**src/rtl/adc_trig_pkg.sv**
```systemverilog
// Package: shared encodings for the ADC trigger conditioner.
// Assumes the condition and source codes stay 2 bits wide.
package adc_trig_pkg;

    typedef enum logic [1:0] {
        COND_LOW  = 2'd0,
        COND_HIGH = 2'd1,
        COND_FALL = 2'd2,
        COND_RISE = 2'd3
    } trig_cond_e;

    typedef enum logic [1:0] {
        SRC_PIN  = 2'd0,
        SRC_RSV1 = 2'd1,
        SRC_RSV2 = 2'd2,
        SRC_PWM  = 2'd3
    } trig_src_e;

    // Edge conditions carry bit 1 set.
    function automatic logic cond_is_edge(trig_cond_e c);
        return c[1];
    endfunction

    // The pin value that counts as active (level) or as the new side (edge).
    function automatic logic cond_active_value(trig_cond_e c);
        return c[0];
    endfunction

endpackage

```
**src/rtl/atc_sync.sv**
```systemverilog
// Module: atc_sync
// Brings an asynchronous single-bit input into the clk domain through a
// chain of STAGES flops. Assumes the input is a slow control signal; no
// pulse narrower than a clock period is expected to survive.
module atc_sync #(
    parameter int STAGES = 2
) (
    input  logic clk,
    input  logic rst_n,
    input  logic async_in,
    output logic sync_out
);

    generate
        if (STAGES == 1) begin : g_single
            logic stage_q;
            // Single capture flop.
            always_ff @(posedge clk) begin
                if (!rst_n) stage_q <= 1'b0;
                else        stage_q <= async_in;
            end
            assign sync_out = stage_q;
        end else begin : g_chain
            logic [STAGES-1:0] chain_q;
            // Shift the pin through the flop chain.
            always_ff @(posedge clk) begin
                if (!rst_n) chain_q <= '0;
                else        chain_q <= {chain_q[STAGES-2:0], async_in};
            end
            assign sync_out = chain_q[STAGES-1];
        end
    endgenerate

endmodule

```
**src/rtl/atc_qual.sv**
```systemverilog
// Module: atc_qual
// Qualifies the synchronized trigger pin as a level or an edge. One run
// counter tracks how long the pin has held its current value. A flag
// remembers whether the previous value lasted EDGE_HOLD clocks. An arm
// flag limits each stay at the active level to one event. Events that
// qualify while en is low are consumed and dropped.
// Assumes LEVEL_HOLD >= 1 and EDGE_HOLD >= 1.
module atc_qual
    import adc_trig_pkg::*;
#(
    parameter int LEVEL_HOLD = 8,
    parameter int EDGE_HOLD  = 4
) (
    input  logic       clk,
    input  logic       rst_n,
    input  logic       en,
    input  trig_cond_e cond,
    input  logic       sync_in,
    output logic       fire_q
);

    localparam int SAT   = (LEVEL_HOLD > EDGE_HOLD) ? LEVEL_HOLD : EDGE_HOLD;
    localparam int CNT_W = $clog2(SAT + 1);

    logic             s_q;
    logic [CNT_W-1:0] run_q;
    logic [CNT_W-1:0] run_now;
    logic [CNT_W-1:0] need;
    logic             prev_ok_q;
    logic             prev_ok_now;
    logic             armed_q;
    logic             active;
    logic             is_edge;
    logic             cand;

    // Length of the current run, counting this cycle, saturating at SAT.
    always_comb begin
        if (sync_in != s_q)               run_now = CNT_W'(1);
        else if (run_q >= CNT_W'(SAT))    run_now = CNT_W'(SAT);
        else                              run_now = run_q + CNT_W'(1);
    end

    // Whether the value before the latest transition lasted EDGE_HOLD clocks.
    always_comb begin
        if (sync_in != s_q) prev_ok_now = (run_q >= CNT_W'(EDGE_HOLD));
        else                prev_ok_now = prev_ok_q;
    end

    // Decide whether the current condition qualifies this cycle.
    always_comb begin
        is_edge = cond_is_edge(cond);
        active  = (sync_in == cond_active_value(cond));
        need    = is_edge ? CNT_W'(EDGE_HOLD) : CNT_W'(LEVEL_HOLD);
        cand    = armed_q && active && (run_now >= need) &&
                  (!is_edge || prev_ok_now);
    end

    // Track pin history, the arm flag and the registered event.
    always_ff @(posedge clk) begin
        if (!rst_n) begin
            s_q       <= 1'b0;
            run_q     <= '0;
            prev_ok_q <= 1'b0;
            armed_q   <= 1'b1;
            fire_q    <= 1'b0;
        end else begin
            s_q       <= sync_in;
            run_q     <= run_now;
            prev_ok_q <= prev_ok_now;
            fire_q    <= cand && en;
            if (cand)         armed_q <= 1'b0;
            else if (!active) armed_q <= 1'b1;
        end
    end

    // one stay at the active level yields one event, never two in a row.
    p_one_shot_r6: assert property (@(posedge clk) disable iff (!rst_n)
        fire_q |=> !fire_q);

    // no event leaves the qualifier in the cycle after it was disabled.
    p_disabled_quiet_r7: assert property (@(posedge clk) disable iff (!rst_n)
        !en |=> !fire_q);

    // an event is only raised while the pin sat at the active value.
    p_active_value_r3: assert property (@(posedge clk) disable iff (!rst_n)
        fire_q |-> ($past(sync_in) == $past(cond[0])));

endmodule

```
**src/rtl/atc_start_ctl.sv**
```systemverilog
// Module: atc_start_ctl
// Holds the conversion-start bit. Software writes win over everything.
// A hardware trigger wins over the sequencer's done strobe, so a trigger
// that lands at the end of a run is not lost.
module atc_start_ctl (
    input  logic clk,
    input  logic rst_n,
    input  logic sw_wr,
    input  logic sw_val,
    input  logic hw_fire,
    input  logic seq_done,
    output logic start_q
);

    // Priority update of the start bit.
    always_ff @(posedge clk) begin
        if (!rst_n)        start_q <= 1'b0;
        else if (sw_wr)    start_q <= sw_val;
        else if (hw_fire)  start_q <= 1'b1;
        else if (seq_done) start_q <= 1'b0;
    end

    // a software write decides the next value of the bit.
    p_sw_wins_r9: assert property (@(posedge clk) disable iff (!rst_n)
        sw_wr |=> (start_q == $past(sw_val)));

    // a hardware trigger without a software write leaves the bit set.
    p_hw_sets_r10: assert property (@(posedge clk) disable iff (!rst_n)
        (!sw_wr && hw_fire) |=> start_q);

    // done alone clears the bit.
    p_done_clears_r10: assert property (@(posedge clk) disable iff (!rst_n)
        (!sw_wr && !hw_fire && seq_done) |=> !start_q);

endmodule

```
**src/rtl/adc_trig_cond.sv**
```systemverilog
// Module: adc_trig_cond (top)
// Conditions the three conversion-start sources into one start bit.
// Path: pin -> synchronizer -> level/edge qualifier -> source select ->
// start-bit arbiter. The PWM pulse is assumed synchronous to clk and one
// cycle wide, so it enters the source select directly.
module adc_trig_cond
    import adc_trig_pkg::*;
#(
    parameter int SYNC_STAGES = 2,
    parameter int LEVEL_HOLD  = 8,
    parameter int EDGE_HOLD   = 4
) (
    input  logic       clk,
    input  logic       rst_n,
    input  logic       sw_wr,
    input  logic       sw_val,
    input  logic       trig_en,
    input  logic [1:0] src_sel,
    input  logic [1:0] trig_cond,
    input  logic       ext_pin,
    input  logic       pwm_trig,
    input  logic       conv_done,
    output logic       start_bit
);

    trig_cond_e cond_e;
    trig_src_e  src_e;
    logic       pin_sync;
    logic       pin_path_en;
    logic       pin_fire;
    logic       hw_fire;

    // Decode the raw control fields into the shared enums.
    always_comb begin
        cond_e      = trig_cond_e'(trig_cond);
        src_e       = trig_src_e'(src_sel);
        pin_path_en = trig_en && (src_e == SRC_PIN);
    end

    atc_sync #(
        .STAGES (SYNC_STAGES)
    ) u_sync (
        .clk      (clk),
        .rst_n    (rst_n),
        .async_in (ext_pin),
        .sync_out (pin_sync)
    );

    atc_qual #(
        .LEVEL_HOLD (LEVEL_HOLD),
        .EDGE_HOLD  (EDGE_HOLD)
    ) u_qual (
        .clk     (clk),
        .rst_n   (rst_n),
        .en      (pin_path_en),
        .cond    (cond_e),
        .sync_in (pin_sync),
        .fire_q  (pin_fire)
    );

    // Select the hardware source; reserved codes select nothing.
    always_comb begin
        case (src_e)
            SRC_PIN: hw_fire = pin_fire && pin_path_en;
            SRC_PWM: hw_fire = pwm_trig;
            default: hw_fire = 1'b0;
        endcase
    end

    atc_start_ctl u_start (
        .clk      (clk),
        .rst_n    (rst_n),
        .sw_wr    (sw_wr),
        .sw_val   (sw_val),
        .hw_fire  (hw_fire),
        .seq_done (conv_done),
        .start_q  (start_bit)
    );

    // under a reserved source code only software can raise the bit.
    p_reserved_src_r8: assert property (@(posedge clk) disable iff (!rst_n)
        ((src_sel == 2'd1 || src_sel == 2'd2) && !sw_wr) |=> !$rose(start_bit));

    // the bit is clear in the first cycle after reset.
    p_reset_clear_r1: assert property (@(posedge clk)
        !rst_n |=> !start_bit);

endmodule

```
**config.mk**
```make
export PLATFORM = sky130hd
export DESIGN_NAME = adc_trig_cond
export DESIGN_NICKNAME = d
export VERILOG_FILES = /design/src/rtl/adc_trig_pkg.sv /design/src/rtl/atc_sync.sv /design/src/rtl/atc_qual.sv /design/src/rtl/atc_start_ctl.sv /design/src/rtl/adc_trig_cond.sv
export SDC_FILE = /design/constraint.sdc
export NUM_CORES = 1
export LEC_CHECK = 0
export ABC_AREA = 1
export BUFFER_PORTS_ARGS = -buffer_cell sky130_fd_sc_hd__clkbuf_2
export CORE_MARGIN = 2
export CORE_UTILIZATION = 40
export CTS_BUF_LIST = sky130_fd_sc_hd__clkbuf_4 sky130_fd_sc_hd__clkbuf_8 sky130_fd_sc_hd__clkbuf_16
export DETAILED_ROUTE_END_ITERATION = 7
export PLACE_DENSITY = 0.73
export SLEW_MARGIN = 10
export SYNTH_ARGS = -nofsm -noshare
export SYNTH_HDL_FRONTEND = slang
export SYNTH_SLANG_ARGS = --single-unit
export TNS_END_PERCENT = 30
```
**constraint.sdc**
```tcl
create_clock -name clk -period 1.9 [get_ports clk]
set_clock_uncertainty 0.2 [all_clocks]
set_input_delay 0.38 -clock clk [delete_from_list [all_inputs] [get_ports clk]]
set_output_delay 0.38 -clock clk [all_outputs]
set_load 0.03 [all_outputs]
```
==> impl_metrics.json, run 1 <==
{
  "placed_cells": 103,
  "yosys_most_used_dff": "dfxtp_1",
  "htreeDepth": 1,
  "layout-drive-gt1-share_pct": 29.3,
  "cts_inserted_buffers": 3,
  "synth_top_area_share_pct": 38.8,
  "clk_latency_ns": 0.27,
  "synthTopCellsByCount": "nand2_1, inv_1, dfxtp_1",
  "finalInstanceArea_um2": 701,
  "cpMostUsedCell": "nand2_1",
  "status": "completed",
  "fin_crit_sh_pct": 95.3,
  "start_util_pct": 43.1,
  "multi_input_area_um2": 312,
  "cp-end-kind": "flip-flop",
  "final_nets": 111,
  "first_pass_iters": 4,
  "fin_tns_setup_ns": 0,
  "worst_pin_slew_ns": 0.217,
  "p_leak_nw": 0.374,
  "rows": 13,
  "num_vias": 495,
  "gp_congestion": 0.819,
  "yosysTopAreaCell": "dfxtp_1",
  "fin_util_pct": 53.2,
  "async_reset_ff_share_pct": 0,
  "setup_violations": 0,
  "cp_slowest_cell": "dfxtp_2",
  "pre_cts_slack_ns": 0.0324,
  "core_area_mm2": 0.00132,
  "ant_nets": 0,
  "syn_nets": 94,
  "total_power_uw": 498,
  "clock-root-buffer": "clkbuf_4",
  "overflow": 0,
  "path_cells": "ha_4 -> a21oi_2 -> o211ai_1 -> ha_1 -> nand2_1 -> a21oi_2 -> nand3_1 -> nand2_1 -> nand3_2 -> nand2_1 -> nand2_1",
  "post_drt_wl_per_cell_um": 9.75,
  "rsz0062_at_grt": "yes",
  "antenna_found_initial": 0,
  "yosysUniqueCellTypes": 16,
  "finalMaxSlewViolations": 0,
  "dieHeight_um": 41.7,
  "syn_inst": 76,
  "synth.most_common_cell": "nand2_1",
  "hold_depth": 3,
  "ir_drop_v": 0.000353,
  "grt_pass1_vias": 441,
  "avgSynthCellArea_um2": 7.47,
  "drv_cap": 0,
  "seq_area_um2": 224,
  "cp_slowest_stage_delay_ns": 0.35,
  "netlist_top_cells_area": "dfxtp_1, ha_1, nand2_1",
  "hp-class": "in2reg",
  "wirelength_mm": 1.04,
  "synth-seq-cells": 11,
  "cts.clk_slew.worst_paths_ns": 0.07,
  "io_buffers": 12,
  "grt.total_usage_pct": 13.8,
  "worst-path-buf-inv": 0,
  "critPathArrivalTime_ns": 1.77,
  "cts_sinks": 11,
  "cp_top_family": "adder cells",
  "syn2layout_area_growth_pct": 23.3,
  "die_w_um": 41.7,
  "synth_sequential_area_ratio_pct": 38.8,
  "fmax_mhz": 552,
  "reg2reg_depth": 11,
  "hold_slack_ns": 0.0941,
  "num_antenna_cells": 0,
  "grt_pass1_wl_mm": 1.79,
  "path_depth": 11,
  "cp_max_fo": 3,
  "clockBufferDepth": 2,
  "hold_viol": 0,
  "fillCellCount": 129,
  "layoutNonFillerInstCount": 107,
  "critical_path_class": "reg2reg",
  "cp-start-kind": "flip-flop",
  "synth_edf_count": 0,
  "drc": 0,
  "ios": 13,
  "vias_per_cell": 4.63,
  "post_dp_cell_area_um2": 647,
  "period_minus_slack_ns": 1.81,
  "hpwl_um": 810,
  "power.density_mw_per_mm2": 711,
  "grt_max_degree": 8,
  "die_area_mm2": 0.00174,
  "cts_tree": "done",
  "slew_headroom_pct": 85.5,
  "syn_area_um2": 568,
  "drtIter0Drc": 3,
  "setup_ws_ns": 0.0888,
  "required_ns": 1.86,
  "cts_setup_buffers": 0,
  "yosys_warnings": 0
}
layer usage:
metal	routed length [um]	up-vias	GRT usage (%)
met5	0	-	0
met4	4	0	7.74
met3	39	2	5.22
met2	514	7	20.6
met1	485	212	16.9
li1	-	274	-
layout by cell type (no fill, tap or decap), types with 2 or more instances in the layout:
cell type / n
clkbuf_2: 12
a21oi_2: 2
nor2_1: 6
inv_1: 14
nand2_1: 15
ha_1: 5
nand3_2: 2
clkbuf_4: 4
a21oi_1: 6
nand2_2: 2
dfxtp_2: 3
dfxtp_1: 8
nand3_1: 5
state kept, by name, summed over array words and instances, names as in the netlist:
signal	cells
u_qual.fire_q	1
u_start.start_q	1
u_qual.prev_ok_q	1
u_qual.run_q	4
u_sync.g_chain.chain_q	2
u_qual.armed_q	1
u_qual.s_q	1
worst paths after layout:
kind	start	end	slack (ns)
setup / recovery	u_qual.run_q[1]	u_qual.armed_q	0.09
hold / removal	ext_pin	u_sync.g_chain.chain_q[0]	0.09
setup reg to reg	u_qual.run_q[1]	u_qual.armed_q	0.09
hold reg to reg	u_sync.g_chain.chain_q[0]	u_sync.g_chain.chain_q[1]	0.22
logic make-up (layout without fill, tap and decap cells):
logic type      after synthesis  in the layout  share of synthesized area, %
compound gates               11             11                          10.6
xor+xnor                      1              1                          1.54
fa+ha+maj                     6              6                          13.2
buf+inv                      15             31                          9.91
flops                        11             11                          38.8
simple gates                 32             32                          26.0
cell type report:
type	count	share of cell area [%]
tap	15	2.68
sequential	11	32.0
multi-input combinational	50	44.5
clock buffer	4	4.29
inverter	15	8.04
timing repair buffer	12	8.57
worst reg2reg max path: stages (launching register included):
cell,delay [ns]
dfxtp_2,0.35
ha_4,0.16
a21oi_2,0.10
o211ai_1,0.11
ha_1,0.29
nand2_1,0.06
a21oi_2,0.10
nand3_1,0.07
nand2_1,0.07
nand3_2,0.07
nand2_1,0.07
nand2_1,0.05
what timing repair did:
action,4_1_cts,5_1_grt
resized for setup,0,7
setup endpoints to repair,0,2
endpoints found under the hold margin,0,0
hold buffers,0,0
power breakdown:
group	leakage [nW]	internal, mW	switching (mW)
Combinational	0.265	0.0316	0.0413
Clock	0.0184	0.0956	0.0786
Sequential	0.0910	0.242	0.00951
No activity file was read; power rests on OpenSTA's default activity.
==> run 2: changes to the inputs <==
CORE_MARGIN = 3   (was 2)
SYNTH_HIERARCHICAL = 1   (was unset)
==> impl_metrics.json, run 2 <==
{
  "status": "completed",
  "power.density_mw_per_mm2": 645,
  "power.switching_uw": 142,
  "syn2layout_area_growth_pct": 35.3,
  "ant_nets": 0,
  "syn_inst": 85,
  "cts_inserted_buffers": 3,
  "r2r_slack_ns": 0.03,
  "vias_per_cell": 4.49,
  "min_from": "ext_pin",
  "p_int_uw": 386,
  "worst_pin_slew_ns": 0.227,
  "critical_path_class": "reg2reg",
  "netlist_top_cells_area": "dfxtp_1, ha_1, inv_1",
  "top_regs": "u_qual/run_q x4, u_sync/g_chain.chain_q x2",
  "io_buffers": 12,
  "period_minus_slack_ns": 1.87,
  "dieHeight_um": 44.9,
  "comb_power_share_pct": 19.0,
  "pwr-share-seq_pct": 47.2,
  "first_pass_iters": 4,
  "multi_input_area_um2": 333,
  "synth_sequential_area_ratio_pct": 36.4,
  "fin_crit_sh_pct": 98.6,
  "synth-seq-cells": 11,
  "synth_top_area_share_pct": 36.4,
  "post_drt_wl_per_cell_um": 9.86,
  "htreeDepth": 1,
  "wirelength_mm": 1.24,
  "gp_congestion": 0.723,
  "rows": 13,
  "final_nets": 130,
  "antenna_found_initial": 0,
  "cp-start-kind": "flip-flop",
  "die_area_mm2": 0.00202,
  "layout-drive-gt1-share_pct": 38.7,
  "cp_max_fo": 3,
  "syn_nets": 103,
  "core_area_mm2": 0.00137,
  "drc": 0,
  "seq_area_um2": 228,
  "p_leak_nw": 0.466,
  "async_reset_ff_share_pct": 0,
  "grt_pass1_wl_mm": 2.34,
  "most-common-layout-cells": "inv_1, nand2_1, clkbuf_2, buf_4, nor2_1",
  "overflow": 0,
  "fillCellCount": 128,
  "largest_reg_flops": 4,
  "grt_use_met1_pct": 18.0,
  "pwr-share-clk_pct": 33.8,
  "yosys_warnings": 6,
  "crit_start": "u_qual/run_q[1]",
  "die_w_um": 44.9,
  "hold_depth": 3,
  "critPathArrivalTime_ns": 1.85,
  "grt.total_usage_pct": 16.3,
  "gr-usage-met3_pct": 4.78,
  "num_antenna_cells": 0,
  "ir_drop_v": 0.000291,
  "rsz0062_at_grt": "yes",
  "cts_tree": "done",
  "regMostFlops": "u_qual/run_q",
  "yosysTopAreaCell": "dfxtp_1",
  "timing.rr.start": "u_qual/run_q[1]",
  "layoutNonFillerInstCount": 126,
  "num_vias": 566,
  "start_util_pct": 44.3,
  "avgSynthCellArea_um2": 7.12,
  "required_ns": 1.87,
  "drv_cap": 0,
  "slew_headroom_pct": 84.8,
  "cp-end-kind": "flip-flop",
  "synthTopCellsByCount": "inv_1, nand2_1, dfxtp_1",
  "reg2reg_depth": 11,
  "grt.met2_usage_pct": 28.7,
  "synth_edf_count": 0,
  "drtIter0Drc": 4,
  "grt_max_degree": 8,
  "setup_violations": 0,
  "placed_cells": 116,
  "finalMaxSlewViolations": 0,
  "busiest_layer": "met2",
  "grt_pass1_vias": 582,
  "hold_viol": 0,
  "syn_area_um2": 606,
  "hold_slack_ns": 0.0855,
  "cts.clk_slew.worst_paths_ns": 0.08,
  "ios": 13,
  "p_sw_share_pct": 26.9,
  "hp-class": "in2reg",
  "clk_latency_ns": 0.27,
  "mostFrequentLayoutCell": "inv_1",
  "clockBufferDepth": 2,
  "cts_sinks": 11,
  "yosysUniqueCellTypes": 16,
  "clock-root-buffer": "clkbuf_4",
  "fmax_mhz": 534,
  "hpwl_um": 915,
  "yosys_most_used_dff": "dfxtp_1"
}
-- run 2: final timing paths --
| kind | to |
|---|---|
| hold reg to reg | u_sync/g_chain.chain_q[1] |
| hold / removal | u_sync/g_chain.chain_q[0] |
| setup reg to reg | u_qual/armed_q |
| setup / recovery | u_qual/armed_q |
-- run 2: layout make-up --
type | count | area share [%]
timing repair buffer | 22 | 16.5
inverter | 20 | 9.16
sequential | 11 | 27.8
tap | 15 | 2.29
multi-input combinational | 54 | 40.6
clock buffer | 4 | 3.66
-- run 2: worst max-delay path, cell delays in order (launching register included) --
cell      delay [ns]
dfxtp_2         0.34
ha_4            0.16
a21oi_2         0.13
o211ai_1        0.13
ha_1            0.30
nand2_1         0.06
a21oi_1         0.11
nand3_1         0.10
nand2_1         0.09
nand3_2         0.07
nand2_1         0.06
nand2_1         0.04
-- run 2: per-layer routing --
layer  wire length (um)  vias to the layer above
met5                  0                        -
met3                 38                        2
li1                   -                      307
met1                519                      252
met2                676                        5
met4                  8                        0
-- run 2: per-stage QoR --
| step | setup TNS (ns) | total power, mW | area (um^2) | setup slack (ns) | util, % |
|---|---|---|---|---|---|
| detailed placement | -0.00843 | 0.335 | 714 | -0.00843 | 52.3 |
| CTS | 0 | 0.527 | 791 | 0.00886 | 57.9 |
| global route | -0.307 | 0.567 | 820 | -0.145 | 60.0 |
| global placement | 0 | 0.329 | 714 | 0.0467 | 52.3 |
| finish | 0 | 0.528 | 820 | 0.0260 | 60.0 |
| floorplan | 0 | 0.302 | 606 | 0.129 | - |
-- run 2: kinds of logic after synthesis --
family          after synthesis  synth area share [%]
buf+inv                      20                  12.4
xor+xnor                      1                  1.45
flops                        11                  36.4
compound gates                8                  8.26
fa+ha+maj                     6                  12.4
simple gates                 39                  29.1
-- run 2: what timing repair did --
action	CTS	global route
setup buffers	6	0
resized for setup	1	9
hold endpoints to repair	0	0
hold buffers	0	0
endpoints found under the setup margin	1	3
pin swaps	2	5
-- run 2: power groups by stage --
stage,combinational (mW),clock [mW],sequential (mW)
2_1_floorplan,0.0472,0,0.254
3_3_place_gp,0.0775,0,0.252
3_5_place_dp,0.0821,0,0.252
4_1_cts,0.0966,0.183,0.247
5_1_grt,0.115,0.201,0.251
6_report,0.100,0.179,0.249
==> run 3: changes to the inputs <==
BUFFER_PORTS_ARGS = -buffer_cell sky130_fd_sc_hd__buf_2   (was -buffer_cell sky130_fd_sc_hd__clkbuf_2)
==> impl_metrics.json, run 3 (synthesized netlist as in run 2, its figures left out) <==
{
  "status": "completed",
  "grt_pass1_wl_mm": 1.95,
  "drtIter0Drc": 8,
  "critPathArrivalTime_ns": 1.78,
  "ant_nets": 0,
  "overflow": 0,
  "cts.clk_slew.worst_paths_ns": 0.07,
  "cts_inserted_buffers": 3,
  "largest_reg_flops": 4,
  "finalMaxSlewViolations": 0,
  "p_leak_nw": 0.445,
  "cp-start-kind": "flip-flop",
  "hpwl_um": 923,
  "wirelength_mm": 1.20,
  "hold_depth": 3,
  "gp_congestion": 0.762,
  "hp-class": "in2reg",
  "critical_path_class": "reg2reg",
  "fin_util_pct": 59.2,
  "drv_cap": 0,
  "min_from": "ext_pin",
  "pre_cts_slack_ns": 0.0513,
  "most-common-layout-cells": "nand2_1, inv_1, buf_2, nor2_1, dfxtp_1",
  "setup_violations": 0,
  "core_area_mm2": 0.00137,
  "top_regs": "u_qual/run_q x4, u_sync/g_chain.chain_q x2",
  "die_w_um": 44.9,
  "hold_viol": 0,
  "grt_pass1_vias": 513,
  "hold_buffers": 0,
  "fmax_mhz": 554,
  "final_nets": 126,
  "die_area_mm2": 0.00202,
  "drc": 0,
  "dieHeight_um": 44.9,
  "slew_headroom_pct": 84.0,
  "cp_max_fo": 2,
  "fillCellCount": 131,
  "cpMostUsedCell": "nand2_1",
  "cp_slowest_stage_delay_ns": 0.34,
  "cp_slowest_cell": "dfxtp_1",
  "cts_tree": "done",
  "clock-root-buffer": "clkbuf_4",
  "r2r_slack_ns": 0.1,
  "syn2layout_area_growth_pct": 33.7,
  "reg2reg_depth": 11,
  "cp-end-kind": "flip-flop",
  "fin_crit_sh_pct": 94.9,
  "rows": 13,
  "cp_top_family": "adder cells",
  "reg2reg_to": "u_qual/armed_q",
  "power.density_mw_per_mm2": 634,
  "first_pass_iters": 4,
  "cts_sinks": 11,
  "regMostFlops": "u_qual/run_q",
  "mostFrequentLayoutCell": "nand2_1",
  "holdPathEnd": "u_sync/g_chain.chain_q[0]",
  "num_vias": 564,
  "path_cells": "ha_4 -> a21oi_2 -> o211ai_1 -> ha_1 -> nand2_1 -> a21oi_2 -> nand3_1 -> nand2_1 -> nand3_2 -> nand2_1 -> nand2_1",
  "worst-path-buf-inv": 0,
  "num_antenna_cells": 0,
  "required_ns": 1.87,
  "period_minus_slack_ns": 1.80,
  "clockBufferDepth": 2,
  "vias_per_cell": 4.62,
  "antenna_found_initial": 0,
  "ios": 13,
  "post_drt_wl_per_cell_um": 9.80,
  "layout-drive-gt1-share_pct": 41.1,
  "worst_pin_slew_ns": 0.239,
  "clk_latency_ns": 0.27,
  "start_util_pct": 44.3,
  "timing.rr.start": "u_qual/run_q[0]",
  "io_buffers": 12,
  "setup_ws_ns": 0.0962,
  "grt_max_degree": 8,
  "grt.total_usage_pct": 13.4,
  "htreeDepth": 1,
  "ir_drop_v": 0.000401
}
-- run 3: cell count changes in the layout (fill, tap and decap cells not counted) --
| cell | change |
|---|---|
| a21oi_2 | +2 |
| buf_4 | -4 |
| buf_2 | +12 |
| inv_1 | -2 |
| ha_1 | -1 |
| inv_2 | +2 |
| a21oi_1 | -2 |
| ha_4 | +1 |
| clkbuf_2 | -12 |
-- run 3: final cells by class --
class / instances / area, um^2 / area share [%]
multi-input cells: 54 / 353 / 43.6
flip-flops and latches: 11 / 228 / 28.1
clock buffers: 4 / 30.0 / 3.71
well taps: 15 / 18.8 / 2.32
repair buffers: 18 / 105 / 13.0
inverters: 20 / 75.1 / 9.27
-- run 3: where the power goes --
group	internal [mW]	switching (mW)	total, mW
logic	0.0419	0.0496	0.0915
clock network	0.0956	0.0766	0.172
registers	0.241	0.00860	0.249
total	0.378	0.135	0.513
-- run 3: how the worst max path moves through the flow --
stage | cells after the start | slack [ns] | endpoint | startpoint
4_1_cts | 11 | 0.04 | u_qual/armed_q | u_qual/run_q[0]
2_1_floorplan | 13 | 0.13 | u_qual/armed_q | u_sync/g_chain.chain_q[1]
6_report | 11 | 0.1 | u_qual/armed_q | u_qual/run_q[0]
3_3_place_gp | 12 | 0.08 | u_qual/fire_q | u_qual/s_q
5_1_grt | 11 | -0.05 | u_qual/armed_q | u_qual/run_q[0]
3_5_place_dp | 11 | 0.05 | u_qual/armed_q | u_qual/run_q[0]
-- run 3: per-layer routing --
| metal | global-route usage (%) | vias up | part of all wire, % |
|---|---|---|---|
| met5 | 0 | - | 0 |
| li1 | - | 299 | - |
| met2 | 20.9 | 12 | 50 |
| met4 | 1.75 | 0 | 1.9 |
| met3 | 7.17 | 4 | 5.8 |
| met1 | 16.8 | 249 | 42 |
-- run 3: what timing repair did --
| item | in CTS | in global routing |
|---|---|---|
| resized for setup | 0 | 15 |
| setup buffers | 0 | 1 |
| setup endpoints to repair | 0 | 2 |
-- run 3: stage by stage --
stage	total power [mW]	cells	setup TNS (ns)	hold WS, ns	cell area (um^2)
after floorplan	0.302	85	0	0.190	606
after global placement	0.330	117	0	0.195	722
after detailed placement	0.334	117	0	0.207	722
after CTS	0.511	121	0	0.0787	752
after global routing	0.552	122	-0.0573	0.0832	810
final	0.513	122	0	0.0892	810
-- run 3: tightest hold or removal path, cell delays in order --
cell and delay, ns:
buf_2 0.07, nand2_1 0.04, inv_1 0.04
